$ cat config.mk
export PLATFORM = sky130hd
export DESIGN_NAME = flash_cmd_ctrl
export DESIGN_NICKNAME = d
export VERILOG_FILES = /design/src/rtl/flc_pkg.sv /design/src/rtl/flc_tick_gen.sv /design/src/rtl/flc_op_timer.sv /design/src/rtl/flash_cmd_ctrl.sv
export SDC_FILE = /design/constraint.sdc
export NUM_CORES = 1
export LEC_CHECK = 0
export ABC_CLOCK_PERIOD_IN_PS = 4600
export BUFFER_PORTS_ARGS = -buffer_cell sky130_fd_sc_hd__buf_2
export CAP_MARGIN = 20
export CELL_PAD_IN_SITES_DETAIL_PLACEMENT = 0
export CELL_PAD_IN_SITES_GLOBAL_PLACEMENT = 2
export CORE_ASPECT_RATIO = 0.5
export CORE_MARGIN = 2
export CORE_UTILIZATION = 32
export CTS_CLUSTER_DIAMETER = 150
export CTS_CLUSTER_SIZE = 10
export DETAILED_ROUTE_END_ITERATION = 7
export GPL_TIMING_DRIVEN = 0
export PLACE_DENSITY = 0.69
export SYNTH_ARGS = -nofsm -noshare
export SYNTH_HDL_FRONTEND = slang
export SYNTH_HIERARCHICAL = 1
export SYNTH_SLANG_ARGS = --single-unit
$ cat constraint.sdc
create_clock -name clk -period 4.6 [get_ports clk]
set_input_delay 0 -clock clk [delete_from_list [all_inputs] [get_ports clk]]
set_output_delay 0 -clock clk [all_outputs]
set_load 0.005 [all_outputs]
$ cat src/rtl/flc_pkg.sv
package flc_pkg;

    typedef enum logic [1:0] {
        OP_NONE  = 2'd0,
        OP_WRITE = 2'd1,
        OP_PAGE  = 2'd2,
        OP_MASS  = 2'd3
    } fop_e;

    localparam logic [7:0] OFF_ADDR = 8'h00;
    localparam logic [7:0] OFF_DIV  = 8'h04;
    localparam logic [7:0] OFF_CTRL = 8'h08;
    localparam logic [7:0] OFF_IRQ  = 8'h24;
    localparam logic [7:0] OFF_DATA = 8'h30;

    localparam logic [7:0] CODE_PAGE = 8'h55;
    localparam logic [7:0] CODE_MASS = 8'hAA;
    localparam logic [3:0] KEY_OPEN  = 4'h2;
    localparam logic [3:0] KEY_SHUT  = 4'h3;

    typedef struct packed {
        logic [3:0] key;
        logic [2:0] rsv_hi;
        logic       pend;
        logic [7:0] rsv_mid;
        logic [7:0] code;
        logic [4:0] rsv_lo;
        logic       page;
        logic       mass;
        logic       wr;
    } ctrl_t;

    typedef struct packed {
        logic go;
        logic bad;
        fop_e op;
    } cmd_dec_t;

    function automatic cmd_dec_t decode_cmd(ctrl_t w);
        cmd_dec_t r;
        logic [1:0] nreq;
        r.go  = 1'b0;
        r.bad = 1'b0;
        r.op  = OP_NONE;
        nreq  = {1'b0, w.wr} + {1'b0, w.mass} + {1'b0, w.page};
        if (nreq != 2'd0) begin
            if (w.key != KEY_OPEN || nreq != 2'd1)
                r.bad = 1'b1;
            else if (w.page && w.code != CODE_PAGE)
                r.bad = 1'b1;
            else if (w.mass && w.code != CODE_MASS)
                r.bad = 1'b1;
            else begin
                r.go = 1'b1;
                r.op = w.wr ? OP_WRITE : (w.page ? OP_PAGE : OP_MASS);
            end
        end
        return r;
    endfunction

endpackage

$ cat src/rtl/flc_tick_gen.sv
module flc_tick_gen #(
    parameter int DIV_W = 8
) (
    input  logic             clk,
    input  logic             rst,
    input  logic             clr,
    input  logic             en,
    input  logic [DIV_W-1:0] div,
    output logic             tick
);
    logic [DIV_W-1:0] cnt;
    logic             last;

    // a divider of 0 or 1 gives one tick per clock
    assign last = (div <= 1) ? 1'b1 : (cnt == div - 1'b1);
    assign tick = en & last;

    always_ff @(posedge clk) begin
        if (rst || clr)
            cnt <= '0;
        else if (en)
            cnt <= last ? '0 : cnt + 1'b1;
    end

endmodule

$ cat src/rtl/flc_op_timer.sv
module flc_op_timer
    import flc_pkg::*;
#(
    parameter int CNT_W       = 8,
    parameter int WRITE_TICKS = 3,
    parameter int PAGE_TICKS  = 5,
    parameter int MASS_TICKS  = 7
) (
    input  logic clk,
    input  logic rst,
    input  logic start,
    input  fop_e op_in,
    input  logic tick,
    output logic busy,
    output logic done,
    output fop_e op_q
);
    logic [CNT_W-1:0] remain;

    function automatic logic [CNT_W-1:0] ticks_for(fop_e op);
        case (op)
            OP_WRITE: return CNT_W'(WRITE_TICKS);
            OP_PAGE:  return CNT_W'(PAGE_TICKS);
            OP_MASS:  return CNT_W'(MASS_TICKS);
            default:  return CNT_W'(1);
        endcase
    endfunction

    assign done = busy & tick & (remain == CNT_W'(1));

    always_ff @(posedge clk) begin
        if (rst) begin
            busy   <= 1'b0;
            remain <= '0;
            op_q   <= OP_NONE;
        end else if (start) begin
            busy   <= 1'b1;
            remain <= ticks_for(op_in);
            op_q   <= op_in;
        end else if (done) begin
            busy   <= 1'b0;
            remain <= '0;
            op_q   <= OP_NONE;
        end else if (busy && tick) begin
            remain <= remain - 1'b1;
        end
    end

    p_busy_hold_r6: assert property (@(posedge clk) disable iff (rst)
        busy && !done |=> busy);
    p_remain_live_r6: assert property (@(posedge clk) disable iff (rst)
        busy |-> remain != '0);

endmodule

$ cat src/rtl/flash_cmd_ctrl.sv
module flash_cmd_ctrl
    import flc_pkg::*;
#(
    parameter int         AW          = 8,
    parameter int         DW          = 32,
    parameter int         DIV_W       = 8,
    parameter int         NDATA       = 4,
    parameter int         CNT_W       = 8,
    parameter int         WRITE_TICKS = 3,
    parameter int         PAGE_TICKS  = 5,
    parameter int         MASS_TICKS  = 7,
    parameter logic [7:0] DIV_RESET   = 8'd48
) (
    input  logic          clk,
    input  logic          rst,
    input  logic          reg_we,
    input  logic [AW-1:0] reg_addr,
    input  logic [DW-1:0] reg_wdata,
    output logic [DW-1:0] reg_rdata,
    output logic          fl_start,
    output logic [1:0]    fl_op,
    output logic          fl_busy,
    output logic [DW-1:0] fl_addr,
    output logic          irq
);
    localparam int BYTES = DW / 8;

    logic [DW-1:0]    addr_q;
    logic [DIV_W-1:0] div_q;
    logic [DW-1:0]    data_q [NDATA];
    ctrl_t            ctrl_q;
    logic             done_f, fault_f, done_en, fault_en;

    cmd_dec_t dec;
    logic     wr_ctrl, wr_irq, accept, reject;
    logic     tick, busy, op_done;
    fop_e     op_q;

    assign dec     = decode_cmd(ctrl_t'(reg_wdata));
    assign wr_ctrl = reg_we && reg_addr == AW'(OFF_CTRL) && !ctrl_q.pend;
    assign wr_irq  = reg_we && reg_addr == AW'(OFF_IRQ);
    assign accept  = wr_ctrl & dec.go;
    assign reject  = wr_ctrl & dec.bad;

    flc_tick_gen #(.DIV_W(DIV_W)) u_tick (
        .clk(clk), .rst(rst), .clr(accept), .en(busy), .div(div_q), .tick(tick)
    );

    flc_op_timer #(
        .CNT_W(CNT_W), .WRITE_TICKS(WRITE_TICKS),
        .PAGE_TICKS(PAGE_TICKS), .MASS_TICKS(MASS_TICKS)
    ) u_timer (
        .clk(clk), .rst(rst), .start(accept), .op_in(dec.op), .tick(tick),
        .busy(busy), .done(op_done), .op_q(op_q)
    );

    always_ff @(posedge clk) begin
        if (rst) begin
            addr_q <= '0;
            div_q  <= DIV_W'(DIV_RESET);
        end else if (reg_we) begin
            if (reg_addr == AW'(OFF_ADDR)) addr_q <= reg_wdata;
            if (reg_addr == AW'(OFF_DIV))  div_q  <= reg_wdata[DIV_W-1:0];
        end
    end

    for (genvar i = 0; i < NDATA; i++) begin : g_data
        always_ff @(posedge clk) begin
            if (rst)
                data_q[i] <= '0;
            else if (reg_we && reg_addr == AW'(OFF_DATA) + AW'(BYTES * i))
                data_q[i] <= reg_wdata;
        end
    end

    always_ff @(posedge clk) begin
        if (rst) begin
            ctrl_q     <= '0;
            ctrl_q.key <= KEY_SHUT;
        end else if (op_done) begin
            ctrl_q.wr   <= 1'b0;
            ctrl_q.mass <= 1'b0;
            ctrl_q.page <= 1'b0;
            ctrl_q.pend <= 1'b0;
        end else if (wr_ctrl && !dec.bad) begin
            ctrl_q.wr   <= reg_wdata[0];
            ctrl_q.mass <= reg_wdata[1];
            ctrl_q.page <= reg_wdata[2];
            ctrl_q.code <= reg_wdata[15:8];
            ctrl_q.key  <= reg_wdata[31:28];
            ctrl_q.pend <= dec.go;
        end
    end

    always_ff @(posedge clk) begin
        if (rst) begin
            fl_start <= 1'b0;
            done_f   <= 1'b0;
            fault_f  <= 1'b0;
            done_en  <= 1'b0;
            fault_en <= 1'b0;
        end else begin
            fl_start <= accept;
            done_f   <= op_done | (done_f & (!wr_irq | reg_wdata[0]));
            fault_f  <= reject  | (fault_f & (!wr_irq | reg_wdata[1]));
            if (wr_irq) begin
                done_en  <= reg_wdata[8];
                fault_en <= reg_wdata[9];
            end
        end
    end

    always_comb begin
        reg_rdata = '0;
        case (reg_addr)
            AW'(OFF_ADDR): reg_rdata = addr_q;
            AW'(OFF_DIV):  reg_rdata = DW'(div_q);
            AW'(OFF_CTRL): reg_rdata = DW'(ctrl_q);
            AW'(OFF_IRQ):  reg_rdata = DW'({fault_en, done_en, 6'b0, fault_f, done_f});
            default: begin
                for (int i = 0; i < NDATA; i++)
                    if (reg_addr == AW'(OFF_DATA) + AW'(BYTES * i))
                        reg_rdata = data_q[i];
            end
        endcase
    end

    assign fl_op   = op_q;
    assign fl_busy = busy;
    assign fl_addr = addr_q;
    assign irq     = (done_f & done_en) | (fault_f & fault_en);

    p_pend_busy_r6: assert property (@(posedge clk) disable iff (rst)
        ctrl_q.pend == busy);
    p_start_pulse_r3: assert property (@(posedge clk) disable iff (rst)
        fl_start |=> !fl_start);
    p_start_busy_r3: assert property (@(posedge clk) disable iff (rst)
        fl_start |-> busy && op_q != OP_NONE);
    p_done_flag_r6: assert property (@(posedge clk) disable iff (rst)
        op_done |=> done_f && !ctrl_q.pend);
    p_fault_idle_r5: assert property (@(posedge clk) disable iff (rst)
        $rose(fault_f) |-> !busy && !fl_start);
    p_ignore_r7: assert property (@(posedge clk) disable iff (rst)
        ctrl_q.pend && !op_done |=> $stable(ctrl_q.key) && $stable(ctrl_q.code));

endmodule

### Word-level counts from Yosys, hierarchy flattened

Memory sizes are Yosys's and may differ from the RTL's.
Cells that the tools add are included.

* register bits: 80
* memory bits (writable): 128
* bits of input ports: 43
* output and inout bits: 69
* memories: 1

* $add $sub $neg: 5
* $lt $le $gt $ge: 1
* equality and inequality tests: 16
* multiplexer cells: 45
* bitwise gates (word level): 19
* reductions and logical operators: 24

Memory list
* data_q: words 4, bits a word 32, read ports 4, clocked after Yosys merged registers in 0, wr ports 4, RTL line flash_cmd_ctrl.sv:30 `logic [DW-1:0] data_q [NDATA];`

Operators with widths (number)
* 32-bit 2-to-1 mux: 8
* 32-bit case mux with 4 select lines: 1
* 8-bit by 6-bit == test with 1-bit output (second input constant): 5
* 8-bit 2-to-1 mux: 4
* 1-bit 2-to-1 mux: 24
* 8-bit by 1-bit subtractor with 8-bit output (second input constant): 2
* 2-bit 2-to-1 mux: 6
* 1-bit logical AND: 11
* 1-bit bitwise AND: 9
* 1-bit OR: 9
* 3-bit case mux with 3 select lines: 1
* 8-bit by 1-bit adder with 8-bit output (second input constant): 1
* 8-bit by 1-bit == test with 1-bit output (second input constant): 1
* 8-bit by 3-bit == test with 1-bit output (second input constant): 1
* 8-bit by 4-bit == test with 1-bit output (second input constant): 1
* 8-bit == test: 1
* 8-bit by 1-bit <= comparator with 1-bit output (second input constant): 1
* 8-bit logical NOT: 1
* 8-bit by 7-bit inequality test with 1-bit output (second input constant): 1
* 8-bit inequality test (second input constant): 1
* 2-bit AND reduction: 3
* 2-bit == test (second input constant): 2
* 4-bit 2-to-1 mux: 1
* 4-bit by 2-bit inequality test with 1-bit output (second input constant): 1
* 10 further kinds: 14

### Longest topological paths before layout

Gate-level depths: netlist of run 1.

* depth after elaboration: 9
* mapped depth: 13
* mapped depth without buffers: 12

### Modules after synthesis

Netlist of run 1, hierarchy kept.

By module, submodules not included
* flash_cmd_ctrl: times used 1, cells each 790, area each 8617.0 um^2, seq. area each 5064.9 um^2
* flc_tick_gen: times used 1, cells each 73, area each 669.4 um^2, seq. area each 160.2 um^2
* flc_op_timer: times used 1, cells each 68, area each 580.6 um^2, seq. area each 220.2 um^2

### Worst setup path after synthesis of run 1

No wires, ideal clock.

* kind: input port to flip-flop
* from: in reg_addr[7]
* to: mem data_q[2][0], enable pin
* data arrival time: 3002 ps
* data required time: 4134 ps
* slack: 1132 ps
* stages on the path: 5
* path buffers: 1
* cells stage by stage: nor2_1 and3_1 clkbuf_1 nand2_1 o21ai_0

RTL lines
* from (decl): RTL line flash_cmd_ctrl.sv:17 `input logic [AW-1:0] reg_addr,`
* to (decl): RTL line flash_cmd_ctrl.sv:30

### Worst setup path after layout of run 1

* from: reg div_q[0]
* to: reg ctrl_q[31] (netlist bit)

* word-level cells in the longest chain between the ends: 8
* elaborated cells on any way between the ends: 9
* those cells by class: add/sub (1); order compare (1); eq/ne (1); mux (1); bitwise (4); reduce/logical (1)

RTL lines
* from (decl): RTL line flash_cmd_ctrl.sv:29 `logic [DIV_W-1:0] div_q;`
* from (signal assigned): RTL line flash_cmd_ctrl.sv:60 `div_q <= DIV_W'(DIV_RESET);`
* from (signal assigned): RTL line flash_cmd_ctrl.sv:63 `if (reg_addr == AW'(OFF_DIV)) div_q <= reg_wdata[DIV_W-1:0];`
* 8-bit by 1-bit subtractor with 8-bit output: RTL line flc_tick_gen.sv:15 `assign last = (div <= 1) ? 1'b1 : (cnt == div - 1'b1);`
* 8-bit == test: RTL line flc_tick_gen.sv:15
* 1-bit 2-to-1 mux *: RTL line flc_tick_gen.sv:15
* 1-bit bitwise AND *: RTL line flc_tick_gen.sv:16 `assign tick = en & last;`
* net tick: RTL line flash_cmd_ctrl.sv:36 `logic tick, busy, op_done;`
* 1-bit bitwise AND * (2 in a row): RTL line flc_op_timer.sv:29 `assign done = busy & tick & (remain == CNT_W'(1));`
* net op_done: RTL line flash_cmd_ctrl.sv:36
* 1-bit NOT (no line) *
* 2-bit AND reduction (no line) *
* to (decl): RTL line flash_cmd_ctrl.sv:31 `ctrl_t ctrl_q;`

Mark *: on every way through the listed nets, which the timed path passes. The rest lies on a longest branch.
A chain may end at the register's enable or synchronous reset.

==> key figures, run 1 <==
Pwr
  – Clock Power Share: 43.3%
  – VDD IR max: 223 uV
  – Internal power: 0.00312 W
  – Sequential Power Share: 50.1%
  – Switching pwr: 0.000965 W
  – Power Density: 338 mW/mm^2
  – Pwr Total: 0.00409 W
  – Switching portion of total power: 23.6%
  – Combinational power share: 6.6%
  – Leakage: 4.45 nW

Final layout
  – Proportion of layout cells with a drive suffix above 1: 17.1%
  – Commonest non-fill, non-tap cells in the layout: edfxtp_1 (128), and2_1 (126), buf_2 (116), nand2_1 (98), dfxtp_1 (80)
  – Antenna diodes: 0
  – Area grow syn2layout: 22.4%
  – Commonest non-fill, non-tap cell in the layout: edfxtp_1
  – Multi-input gate area: 0.00412 sq mm
  – Cell Count, Final, Fillers Out: 1,521
  – Layout Nets: 1,156
  – Fillers: 3,003
  – Storage element area: 0.00545 sq mm

Worst setup path
  – CP Max Fanout: 10
  – Worst endpoint required time: 5060 ps
  – Critical path data arrival time: 3990 ps
  – Endpoint class of the critical path: flip-flop
  – CP Launch Type: flip-flop
  – Critical path class: flip-flop to flip-flop

Route
  – DRT iter0 DRCs: 500
  – Routed Antenna Nets: 0
  – # DRC: 0
  – DR vias: 7,848
  – Routed WL: 32,300 um
  – Routed WL per cell: 21.2 um
  – Avg Vias per Cell: 5.16
  – Drt pass-1 iters: 5

Timing
  – Final Hold Vio Count: 0
  – F_max: 0.283 GHz
  – Unrepaired setup endpoints after global routing: no
  – Clock skew: 8.20 ps
  – Period utilization: 76.8%
  – Final setup vio count: 0
  – Final Max Tran Viols: 0
  – Worst hold slack: 71.2 ps
  – Worst slew margin: 29.1%
  – Post-layout minimum cycle time: 3530 ps
  – Worst-margin pin slew: 1050 ps

Synthesis
  – Post-Syn Instances: 931
  – Top FF cell, synth: edfxtp_1
  – Syn Nets: 981
  – Largest area contributor in the netlist: edfxtp_1
  – Post-Syn Area per Cell: 10.6 sq um
  – Synth warn: 6
  – Register bit total from synthesis: 208
  – FFs w/ async S/R, synth: 0%
  – Post-synthesis sequential area ratio: 55.2%
  – Area share of the largest cell type after synthesis: 39.0%
  – Post-synthesis cell type count: 61
  – Synth top area cells: edfxtp_1 (39%), dfxtp_1 (16%), and2_1 (8.0%)
  – Mapped Area: 0.00987 sq mm
  – Post-synth EDFFs: 128

Global route
  – Global Route Usage Sum: 20.0%
  – Vias in the first global route: 7,821
  – First-pass GRT wire length: 48,600 um
  – Grt total ovfl: 0
  – Largest net degree at the start of global routing: 28
  – Initial antenna violation count: 1

Min path
  – Hold crit path type: input pin to flip-flop

Clocking
  – CTS clk-pin slew, worst paths: 60 ps
  – Setup bufs post-CTS: 0
  – Clock root cell: clkbuf_16
  – CTS tree: yes
  – H-tree levels: 1
  – Clk Latency, worst-skew pair: 530 ps
  – TritonCTS buffer count: 24
  – Sink Count: 208
  – CTS max path bufs: 3

Floorplan
  – Die H: 128 um
  – Core ar.: 0.0303 sq mm
  – Die X: 252 um
  – # rows: 45
  – Die area: 0.0323 sq mm
  – Initial Util: 32.5%
  – Io pins: 112

Placed design
  – Routability cong.: 0.806
  – Placed insts: 1,444
  – Buffers added on ports: 110
  – Final HPWL DP: 22,700 um

Run
  – Max-cap violations: 0

Run status
  – Status: finished, final reports clean
==> power by group through the flow <==
| stage | clock [W] | sequential [W] | combinational [W] |
|---|---|---|---|
| final | 0.00177 | 0.00205 | 0.000270 |
| after global routing | 0.00187 | 0.00205 | 0.000291 |
| after CTS | 0.00180 | 0.00205 | 0.000271 |
| after detailed placement | 0 | 0.00209 | 0.000247 |
| after global placement | 0 | 0.00209 | 0.000233 |
| after floorplan | 0 | 0.00209 | 0.000121 |
==> Yosys cell counts, types with 3 or more instances <==
cell type,count
edfxtp_1,128
and2_1,126
nand2_1,101
dfxtp_1,80
a21oi_1,68
clkbuf_1,51
o21ai_0,39
a22oi_1,38
nor2_1,37
mux2i_1,27
mux2_2,24
nand3_1,24
nor3_1,16
nor4_1,15
inv_1,12
o21ai_1,12
xnor2_1,10
o22ai_1,9
xor2_1,9
a221o_1,6
and3_1,6
buf_2,6
ha_1,6
nor4b_1,6
nand2b_1,5
nor2b_1,5
a211oi_1,4
buf_6,4
nor4bb_1,4
a21boi_0,3
mux4_2,3
o211ai_1,3
o21a_1,3
or3_1,3
==> state kept, by name, indices dropped and copies added, names as in the netlist <==
name / count
u_timer/busy: 1
fl_start: 1
u_tick/cnt: 8
fault_en: 1
ctrl_q: 16
u_timer/op_q: 2
div_q: 8
fault_f: 1
done_en: 1
fl_addr: 32
done_f: 1
u_timer/remain: 8
data_q: 128
==> logic make-up (layout without fill, tap and decap cells) <==
kind of cell / count (synthesis) / in the layout / synth area share [%]
xor+xnor: 19 / 19 / 1.69
compound gates: 197 / 197 / 12.1
mux: 54 / 54 / 6.16
fa+ha+maj: 7 / 7 / 0.964
flops: 208 / 208 / 55.2
simple gates: 371 / 371 / 20.7
buf+inv: 75 / 266 / 3.23
==> timing repair <==
| item | in CTS | in global routing |
|---|---|---|
| hold endpoints to repair | 189 | 0 |
| hold buffers | 35 | 0 |
| gates resized for setup | 0 | 0 |
==> layout make-up <==
class	count	share of cell area, %
Clock buffer	41	5.58
Sequential cell	208	45.1
Inverter	12	0.373
Clock inverter	1	0.135
Multi-Input combinational cell	648	34.1
Tap cell	399	4.13
Timing Repair Buffer	149	8.31
Buffer	63	2.27
==> metrics by stage <==
step                worst slack [ps]  setup TNS, ps  util, %  instance area (sq um)
floorplan                       1130              0        -                   9870
global placement               -1240         -39520     36.0                  10900
finish                          1070              0     39.8                  12100
detailed placement              1040              0     36.4                  11000
global route                     723              0     39.8                  12100
CTS                             1030              0     39.8                  12100
==> final timing paths <==
path,slack [ps],startpoint,to,cells after the start
setup reg to reg,1070,div_q[0]$_SDFFE_PP0P_,ctrl_q[31]$_SDFFE_PP0P_,13
setup / recovery,1070,div_q[0]$_SDFFE_PP0P_,ctrl_q[31]$_SDFFE_PP0P_,13
hold reg to reg,480,fl_addr[13]$_SDFFE_PP0P_,fl_addr[13]$_SDFFE_PP0P_,2
hold / removal,70,reg_we,data_q[1][0]$_SDFFCE_PN0P_,3
==> critical path, cell delays in order, from the launching register on <==
cell      delay (ps)
dfxtp_1          460
inv_1             80
ha_1             220
nand2b_1         160
a21o_1           130
a31oi_1           90
nor4_2           410
o21a_1           360
nand2_1          200
nor4b_4          680
or2_4            270
buf_6            150
o21ai_1           80
a21oi_1          160
==> metal layers <==
| layer | wire [um] | up-vias | GRT usage, % |
|---|---|---|---|
| li1 | - | 3730 | - |
| met2 | 15000 | 170 | 33.0 |
| met1 | 15300 | 3909 | 28.0 |
| met4 | 601 | 2 | 4.66 |
| met5 | 13 | - | 0 |
| met3 | 1380 | 37 | 2.78 |
Power figures use the tool's default switching activity.
==> run 2, diff against run 1 <==
--- a/config.mk
+++ b/config.mk
@@ -5,7 +5,7 @@
 export SDC_FILE = /design/constraint.sdc
 export NUM_CORES = 1
 export LEC_CHECK = 0
-export ABC_CLOCK_PERIOD_IN_PS = 4600
+export ABC_CLOCK_PERIOD_IN_PS = 3200
 export BUFFER_PORTS_ARGS = -buffer_cell sky130_fd_sc_hd__buf_2
 export CAP_MARGIN = 20
 export CELL_PAD_IN_SITES_DETAIL_PLACEMENT = 0
@@ -17,7 +17,7 @@
 export CTS_CLUSTER_SIZE = 10
 export DETAILED_ROUTE_END_ITERATION = 7
 export GPL_TIMING_DRIVEN = 0
-export PLACE_DENSITY = 0.69
+export PLACE_DENSITY = 0.71
 export SYNTH_ARGS = -nofsm -noshare
 export SYNTH_HDL_FRONTEND = slang
 export SYNTH_HIERARCHICAL = 1
==> constraint.sdc (replaced) <==
create_clock -name clk -period 3.2 [get_ports clk]
set_input_delay 0 -clock clk [delete_from_list [all_inputs] [get_ports clk]]
set_output_delay 0 -clock clk [all_outputs]
set_load 0.005 [all_outputs]
==> key figures, run 2 (same netlist as run 1, synthesis figures left out) <==
Placed design
  – Placed insts: 1,443
  – Buffers added on ports: 110
  – Final HPWL DP: 22,200 um
  – Routability cong.: 0.812
  – Pre-CTS setup slack: -291 ps

Worst setup path
  – CP dominant cell by count: nand3_1
  – Max incr delay on CP: 420 ps
  – Crit-path cells: nor4_4 -> and3_1 -> o2111ai_1 -> nor4_2 -> o21a_2 -> nand2_1 -> nor4b_4 -> buf_4 -> nor2_2 -> buf_2 -> nand3_1 -> nand3_1
  – Endpoint class of the critical path: flip-flop
  – Critical path class: flip-flop to flip-flop
  – CP max-delay cell: dfxtp_1
  – CP Max Fanout: 10
  – Worst endpoint required time: 3550 ps
  – CP Launch Type: flip-flop
  – Critical path data arrival time: 3330 ps

Run status
  – Status: finished, final reports clean

Route
  – Drt pass-1 iters: 5
  – Routed WL per cell: 21.1 um
  – DR vias: 7,960
  – Routed WL: 32,200 um
  – # DRC: 0
  – Routed Antenna Nets: 0
  – Avg Vias per Cell: 5.22
  – DRT iter0 DRCs: 604

Clocking
  – TritonCTS buffer count: 24
  – Clock root cell: clkbuf_16
  – H-tree levels: 1
  – CTS max path bufs: 3
  – CTS clk-pin slew, worst paths: 60 ps
  – CTS tree: yes
  – Sink Count: 208
  – Clk Latency, worst-skew pair: 520 ps

Global route
  – Global Route Usage Sum: 19.8%
  – Largest net degree at the start of global routing: 33
  – Vias in the first global route: 7,977
  – First-pass GRT wire length: 48,300 um
  – Grt total ovfl: 0
  – Initial antenna violation count: 1

Final layout
  – Proportion of layout cells with a drive suffix above 1: 18.1%
  – Commonest non-fill, non-tap cells in the layout: edfxtp_1 (128), and2_1 (126), buf_2 (116), nand2_1 (98), dfxtp_1 (79)
  – Layout Nets: 1,160
  – Register with the most flip-flops: data_q
  – Cell Count, Final, Fillers Out: 1,526
  – Max reg flops: 128
  – Commonest non-fill, non-tap cell in the layout: edfxtp_1
  – Area grow syn2layout: 22.7%
  – Antenna diodes: 0
  – Fillers: 2,992

Timing
  – Period utilization: 93.2%
  – Worst-margin pin slew: 1100 ps
  – Final setup vio count: 0
  – F_max: 0.335 GHz
  – Final WS setup: 217 ps
  – Final Hold Vio Count: 0
  – Clock skew: 13.9 ps
  – Worst slew margin: 26.7%
  – Unrepaired setup endpoints after global routing: no
  – Final Max Tran Viols: 0
  – Post-layout minimum cycle time: 2980 ps

Floorplan
  – Core ar.: 0.0303 sq mm
  – Die X: 252 um
  – # rows: 45
  – Die H: 128 um
  – Die area: 0.0323 sq mm
  – Io pins: 112
  – Initial Util: 32.5%

Min path
  – Hold crit path type: input pin to flip-flop

Pwr
  – Power Density: 482 mW/mm^2
  – Leakage: 4.47 nW
  – VDD IR max: 302 uV

Run
  – Max-cap violations: 0
run 2: changes by cell type in the layout (fill, tap and decap cells not counted), sizes merged:
cell	previous run	this run
buf	126	130
clkbuf	92	93
run 2: cell type report:
cell class                      count  area (sq um)  share of cell area [%]
Sequential cell                   208          5450                    45.0
Multi-Input combinational cell    648          4140                    34.2
Timing Repair Buffer              153          1010                    8.31
Clock buffer                       42           678                    5.60
Tap cell                          399           499                    4.12
Buffer                             63           278                    2.29
Inverter                           12          45.0                   0.372
Clock inverter                      1          16.3                   0.134
run 2: where the power goes:
part | internal [W] | switching [W] | total [W]
Sequential | 0.00292 | 0.0000234 | 0.00295
Clock | 0.00143 | 0.00108 | 0.00251
Combinational | 0.000137 | 0.000247 | 0.000384
run 2: worst paths after layout:
path	start	endpoint	slack (ps)	cells after the start
hold / removal	reg_we	data_q[1][0]$_SDFFCE_PN0P_	80	3
hold reg to reg	fl_addr[11]$_SDFFE_PP0P_	fl_addr[11]$_SDFFE_PP0P_	470	2
setup / recovery	div_q[3]$_SDFFE_PP0P_	ctrl_q[29]$_SDFFE_PP1P_	220	12
setup reg to reg	div_q[3]$_SDFFE_PP0P_	ctrl_q[29]$_SDFFE_PP1P_	220	12
run 2: per-layer routing:
layer / vias up / global-route usage [%] / wire, um
met5: - / 0 / 16
met4: 2 / 4.73 / 716
met3: 45 / 3.25 / 1710
met2: 202 / 32.9 / 15100
met1: 3978 / 27.1 / 14700
li1: 3733 / - / -
run 2: stage by stage:
| stage | hold slack [ps] | area [sq um] | setup TNS [ps] | power [W] | util [%] |
|---|---|---|---|---|---|
| 6_report | 76.5 | 12100 | 0 | 0.00584 | 39.9 |
| 5_1_grt | 100 | 12100 | 0 | 0.00603 | 39.9 |
| 4_1_cts | 47.3 | 12100 | 0 | 0.00589 | 39.8 |
| 3_5_place_dp | 283 | 11000 | -12250 | 0.00335 | 36.3 |
| 3_3_place_gp | 278 | 10900 | -79000 | 0.00334 | 36.0 |
| 2_1_floorplan | 125 | 9870 | 0 | 0.00317 | - |
run 2: what timing repair did:
item                                    4_1_cts  5_1_grt
hold endpoints to repair                    188        0
pin swaps                                     1        1
setup buffers                                 3        2
cloned                                        0        0
resized for setup                             1       11
endpoints found under the setup margin       17       45
hold buffers                                 35        0
run 2: critical path, delay by kind of cell (launching register included):
family / cells / cell delay (ps)
and+or+nand+nor: 8 / 1650
DFF: 1 / 420
buffers and inverters: 2 / 400
AOI/OAI and AO/OA: 2 / 340
==> run 3, diff against run 2 <==
--- a/config.mk
+++ b/config.mk
@@ -17,8 +17,7 @@
 export CTS_CLUSTER_SIZE = 10
 export DETAILED_ROUTE_END_ITERATION = 7
 export GPL_TIMING_DRIVEN = 0
-export PLACE_DENSITY = 0.71
+export PLACE_DENSITY = 0.72
 export SYNTH_ARGS = -nofsm -noshare
 export SYNTH_HDL_FRONTEND = slang
-export SYNTH_HIERARCHICAL = 1
 export SYNTH_SLANG_ARGS = --single-unit
==> key figures, run 3 <==
Route
  – Routed WL: 33,700 um
  – # DRC: 0
  – Routed WL per cell: 21.9 um
  – Drt pass-1 iters: 7
  – Routed Antenna Nets: 0
  – DRT iter0 DRCs: 590
  – Avg Vias per Cell: 5.24
  – DR vias: 8,075

Worst setup path
  – CP Max Fanout: 10
  – Reg2Reg Depth: 9
  – CP Launch Type: input pin
  – Reg2reg setup slack: 280 ps
  – Crit path to: reg_rdata[20]
  – CP Launch Point: reg_addr[2]
  – Worst R2R End: u_timer.op_q[1]$_SDFFE_PP0P_
  – Worst r2r src: div_q[0]$_SDFFE_PP0P_
  – Endpoint class of the critical path: output port
  – Critical path class: input pin to output port
  – Worst endpoint required time: 3200 ps
  – Critical path data arrival time: 3030 ps

Timing
  – Unrepaired setup endpoints after global routing: no
  – Final Hold Vio Count: 0
  – Post-layout minimum cycle time: 3030 ps
  – F_max: 0.330 GHz
  – Worst slew margin: 32.4%
  – Final setup vio count: 0
  – Period utilization: 94.7%
  – Clock skew: 20.5 ps
  – Final Max Tran Viols: 0
  – Worst-margin pin slew: 1010 ps
  – Worst hold slack: 54.4 ps

Clocking
  – Setup bufs post-CTS: 0
  – CTS clk-pin slew, worst paths: 60 ps
  – H-tree levels: 1
  – CTS resizes: 0
  – TritonCTS buffer count: 24
  – Clk Latency, worst-skew pair: 550 ps
  – Sink Count: 208
  – CTS tree: yes
  – Clock root cell: clkbuf_16
  – CTS max path bufs: 3

Final layout
  – Max reg flops: 128
  – Antenna diodes: 0
  – Layout Nets: 1,175
  – Commonest non-fill, non-tap cells in the layout: edfxtp_1 (128), and2_1 (118), buf_2 (111), nand2_1 (110), a21oi_1 (92)
  – Fin util: 39.9%
  – Proportion of layout cells with a drive suffix above 1: 14.8%
  – Fillers: 3,001
  – Area grow syn2layout: 22.3%
  – Cell Count, Final, Fillers Out: 1,541
  – Register with the most flip-flops: data_q
  – Commonest non-fill, non-tap cell in the layout: edfxtp_1
  – Final instance area: 0.0121 sq mm

Synthesis
  – Register bit total from synthesis: 208
  – Largest area contributor in the netlist: edfxtp_1
  – Post-synthesis sequential area ratio: 54.9%
  – FFs w/ async S/R, synth: 0%
  – Post-Syn Instances: 951
  – Synth top area cells: edfxtp_1 (39%), dfxtp_1 (16%), and2_1 (7.4%)
  – Area share of the largest cell type after synthesis: 38.8%
  – Mapped Area: 0.00991 sq mm
  – Post-Syn Area per Cell: 10.4 sq um
  – Top FF cell, synth: edfxtp_1
  – Syn Nets: 1,001
  – Synth warn: 0
  – Post-synthesis cell type count: 70
  – Post-synth EDFFs: 128
  – Synth cell count leaders: edfxtp_1 (128), and2_1 (118), nand2_1 (110)
  – Most frequent cell after synthesis: edfxtp_1

Pwr
  – VDD IR max: 361 uV
  – Leakage: 4.34 nW
  – Power Density: 482 mW/mm^2

Global route
  – Met3 global-route usage: 2.89%
  – Largest net degree at the start of global routing: 28
  – Vias in the first global route: 7,834
  – Grt total ovfl: 0
  – Global Route Usage Sum: 20.7%
  – Met1 usage: 28.7%
  – Grt peak-use layer: met2
  – First-pass GRT wire length: 49,900 um
  – Routing usage on met2: 34.4%
  – Initial antenna violation count: 0

Floorplan
  – Die H: 128 um
  – Core ar.: 0.0304 sq mm
  – Die area: 0.0325 sq mm
  – Die X: 253 um
  – Initial Util: 32.6%
  – # rows: 45
  – Io pins: 112

Placed design
  – Final HPWL DP: 22,900 um
  – Buffers added on ports: 110
  – Placed insts: 1,464
  – Routability cong.: 0.811
  – Dpl cell area: 0.0111 sq mm

Run status
  – Status: finished, final reports clean

Run
  – Max-cap violations: 0

Min path
  – Hold crit path type: input pin to flip-flop
## run 3: cell count changes in the layout (fill, tap and decap cells not counted), sizes merged, moves of 11 or more
cell,previous run,this run
a21oi,68,92
a22oi,38,21
a2bb2oi,1,25
mux2,24,3
nand2b,5,23
o221ai,0,11
## run 3: per-layer routing
metal | share of wire [%] | wire length (um) | vias to the layer above
met5 | 0 | 0 | -
met4 | 2.2 | 729 | 0
met3 | 4.5 | 1520 | 38
met2 | 47 | 15800 | 187
met1 | 46 | 15700 | 4023
li1 | - | - | 3827
## run 3: cell families after synthesis
group	synth area share, %
xor gates and xnor gates	1.41
DFF	54.9
and+or+nand+nor	20.8
AOI/OAI and AO/OA	15.9
buffers and inverters	3.09
adders and majority gates	0.959
muxes	2.87
## run 3: where the power goes
part           switching, W  internal (W)  leakage (nW)  total (W)
registers         0.0000219       0.00292          1.86    0.00294
logic              0.000228      0.000123          2.14   0.000351
clock network       0.00112       0.00144         0.334    0.00255
## run 3: final cells by class
type,instances,area [sq um],area share [%]
plain buffers,66,265,2.19
clock buffers,42,678,5.59
clock inverters,1,30.0,0.248
inverters,11,41.3,0.341
multi-input cells,666,4190,34.5
flip-flops and latches,208,5450,44.9
well taps,399,499,4.12
repair buffers,148,978,8.07
## run 3: critical path: stages
cell and delay (ps):
buf_2 130, nor3_4 500, nand2_1 250, nor2_1 770
clkbuf_1 780, a22oi_1 200, o21ai_0 190, buf_2 180
## run 3: worst min-delay path by stage
stage	startpoint	to	slack, ps	depth (start not counted)
after global routing	reg_addr[5]	fault_en$_SDFFE_PP0P_	60	4
after detailed placement	reg_wdata[18]	fl_addr[18]$_SDFFE_PP0P_	290	3
after global placement	reg_wdata[19]	fl_addr[19]$_SDFFE_PP0P_	270	3
final	reg_addr[5]	fault_en$_SDFFE_PP0P_	50	4
after CTS	reg_addr[5]	fault_en$_SDFFE_PP0P_	30	4
after floorplan	reg_wdata[0]	u_timer.op_q[1]$_SDFFE_PP0P_	90	1
## run 3: timing repair
action                     in CTS  in global routing
setup endpoints to repair       0                  0
hold endpoints to repair      174                  0
hold buffers                   34                  0
## run 3: stage by stage
step	power, W	setup slack (ps)	setup TNS (ps)
after floorplan	0.00314	515	0
final	0.00585	168	0
after global routing	0.00603	111	0
after CTS	0.00589	172	0
after global placement	0.00330	-1090	-93000
after detailed placement	0.00332	176	0
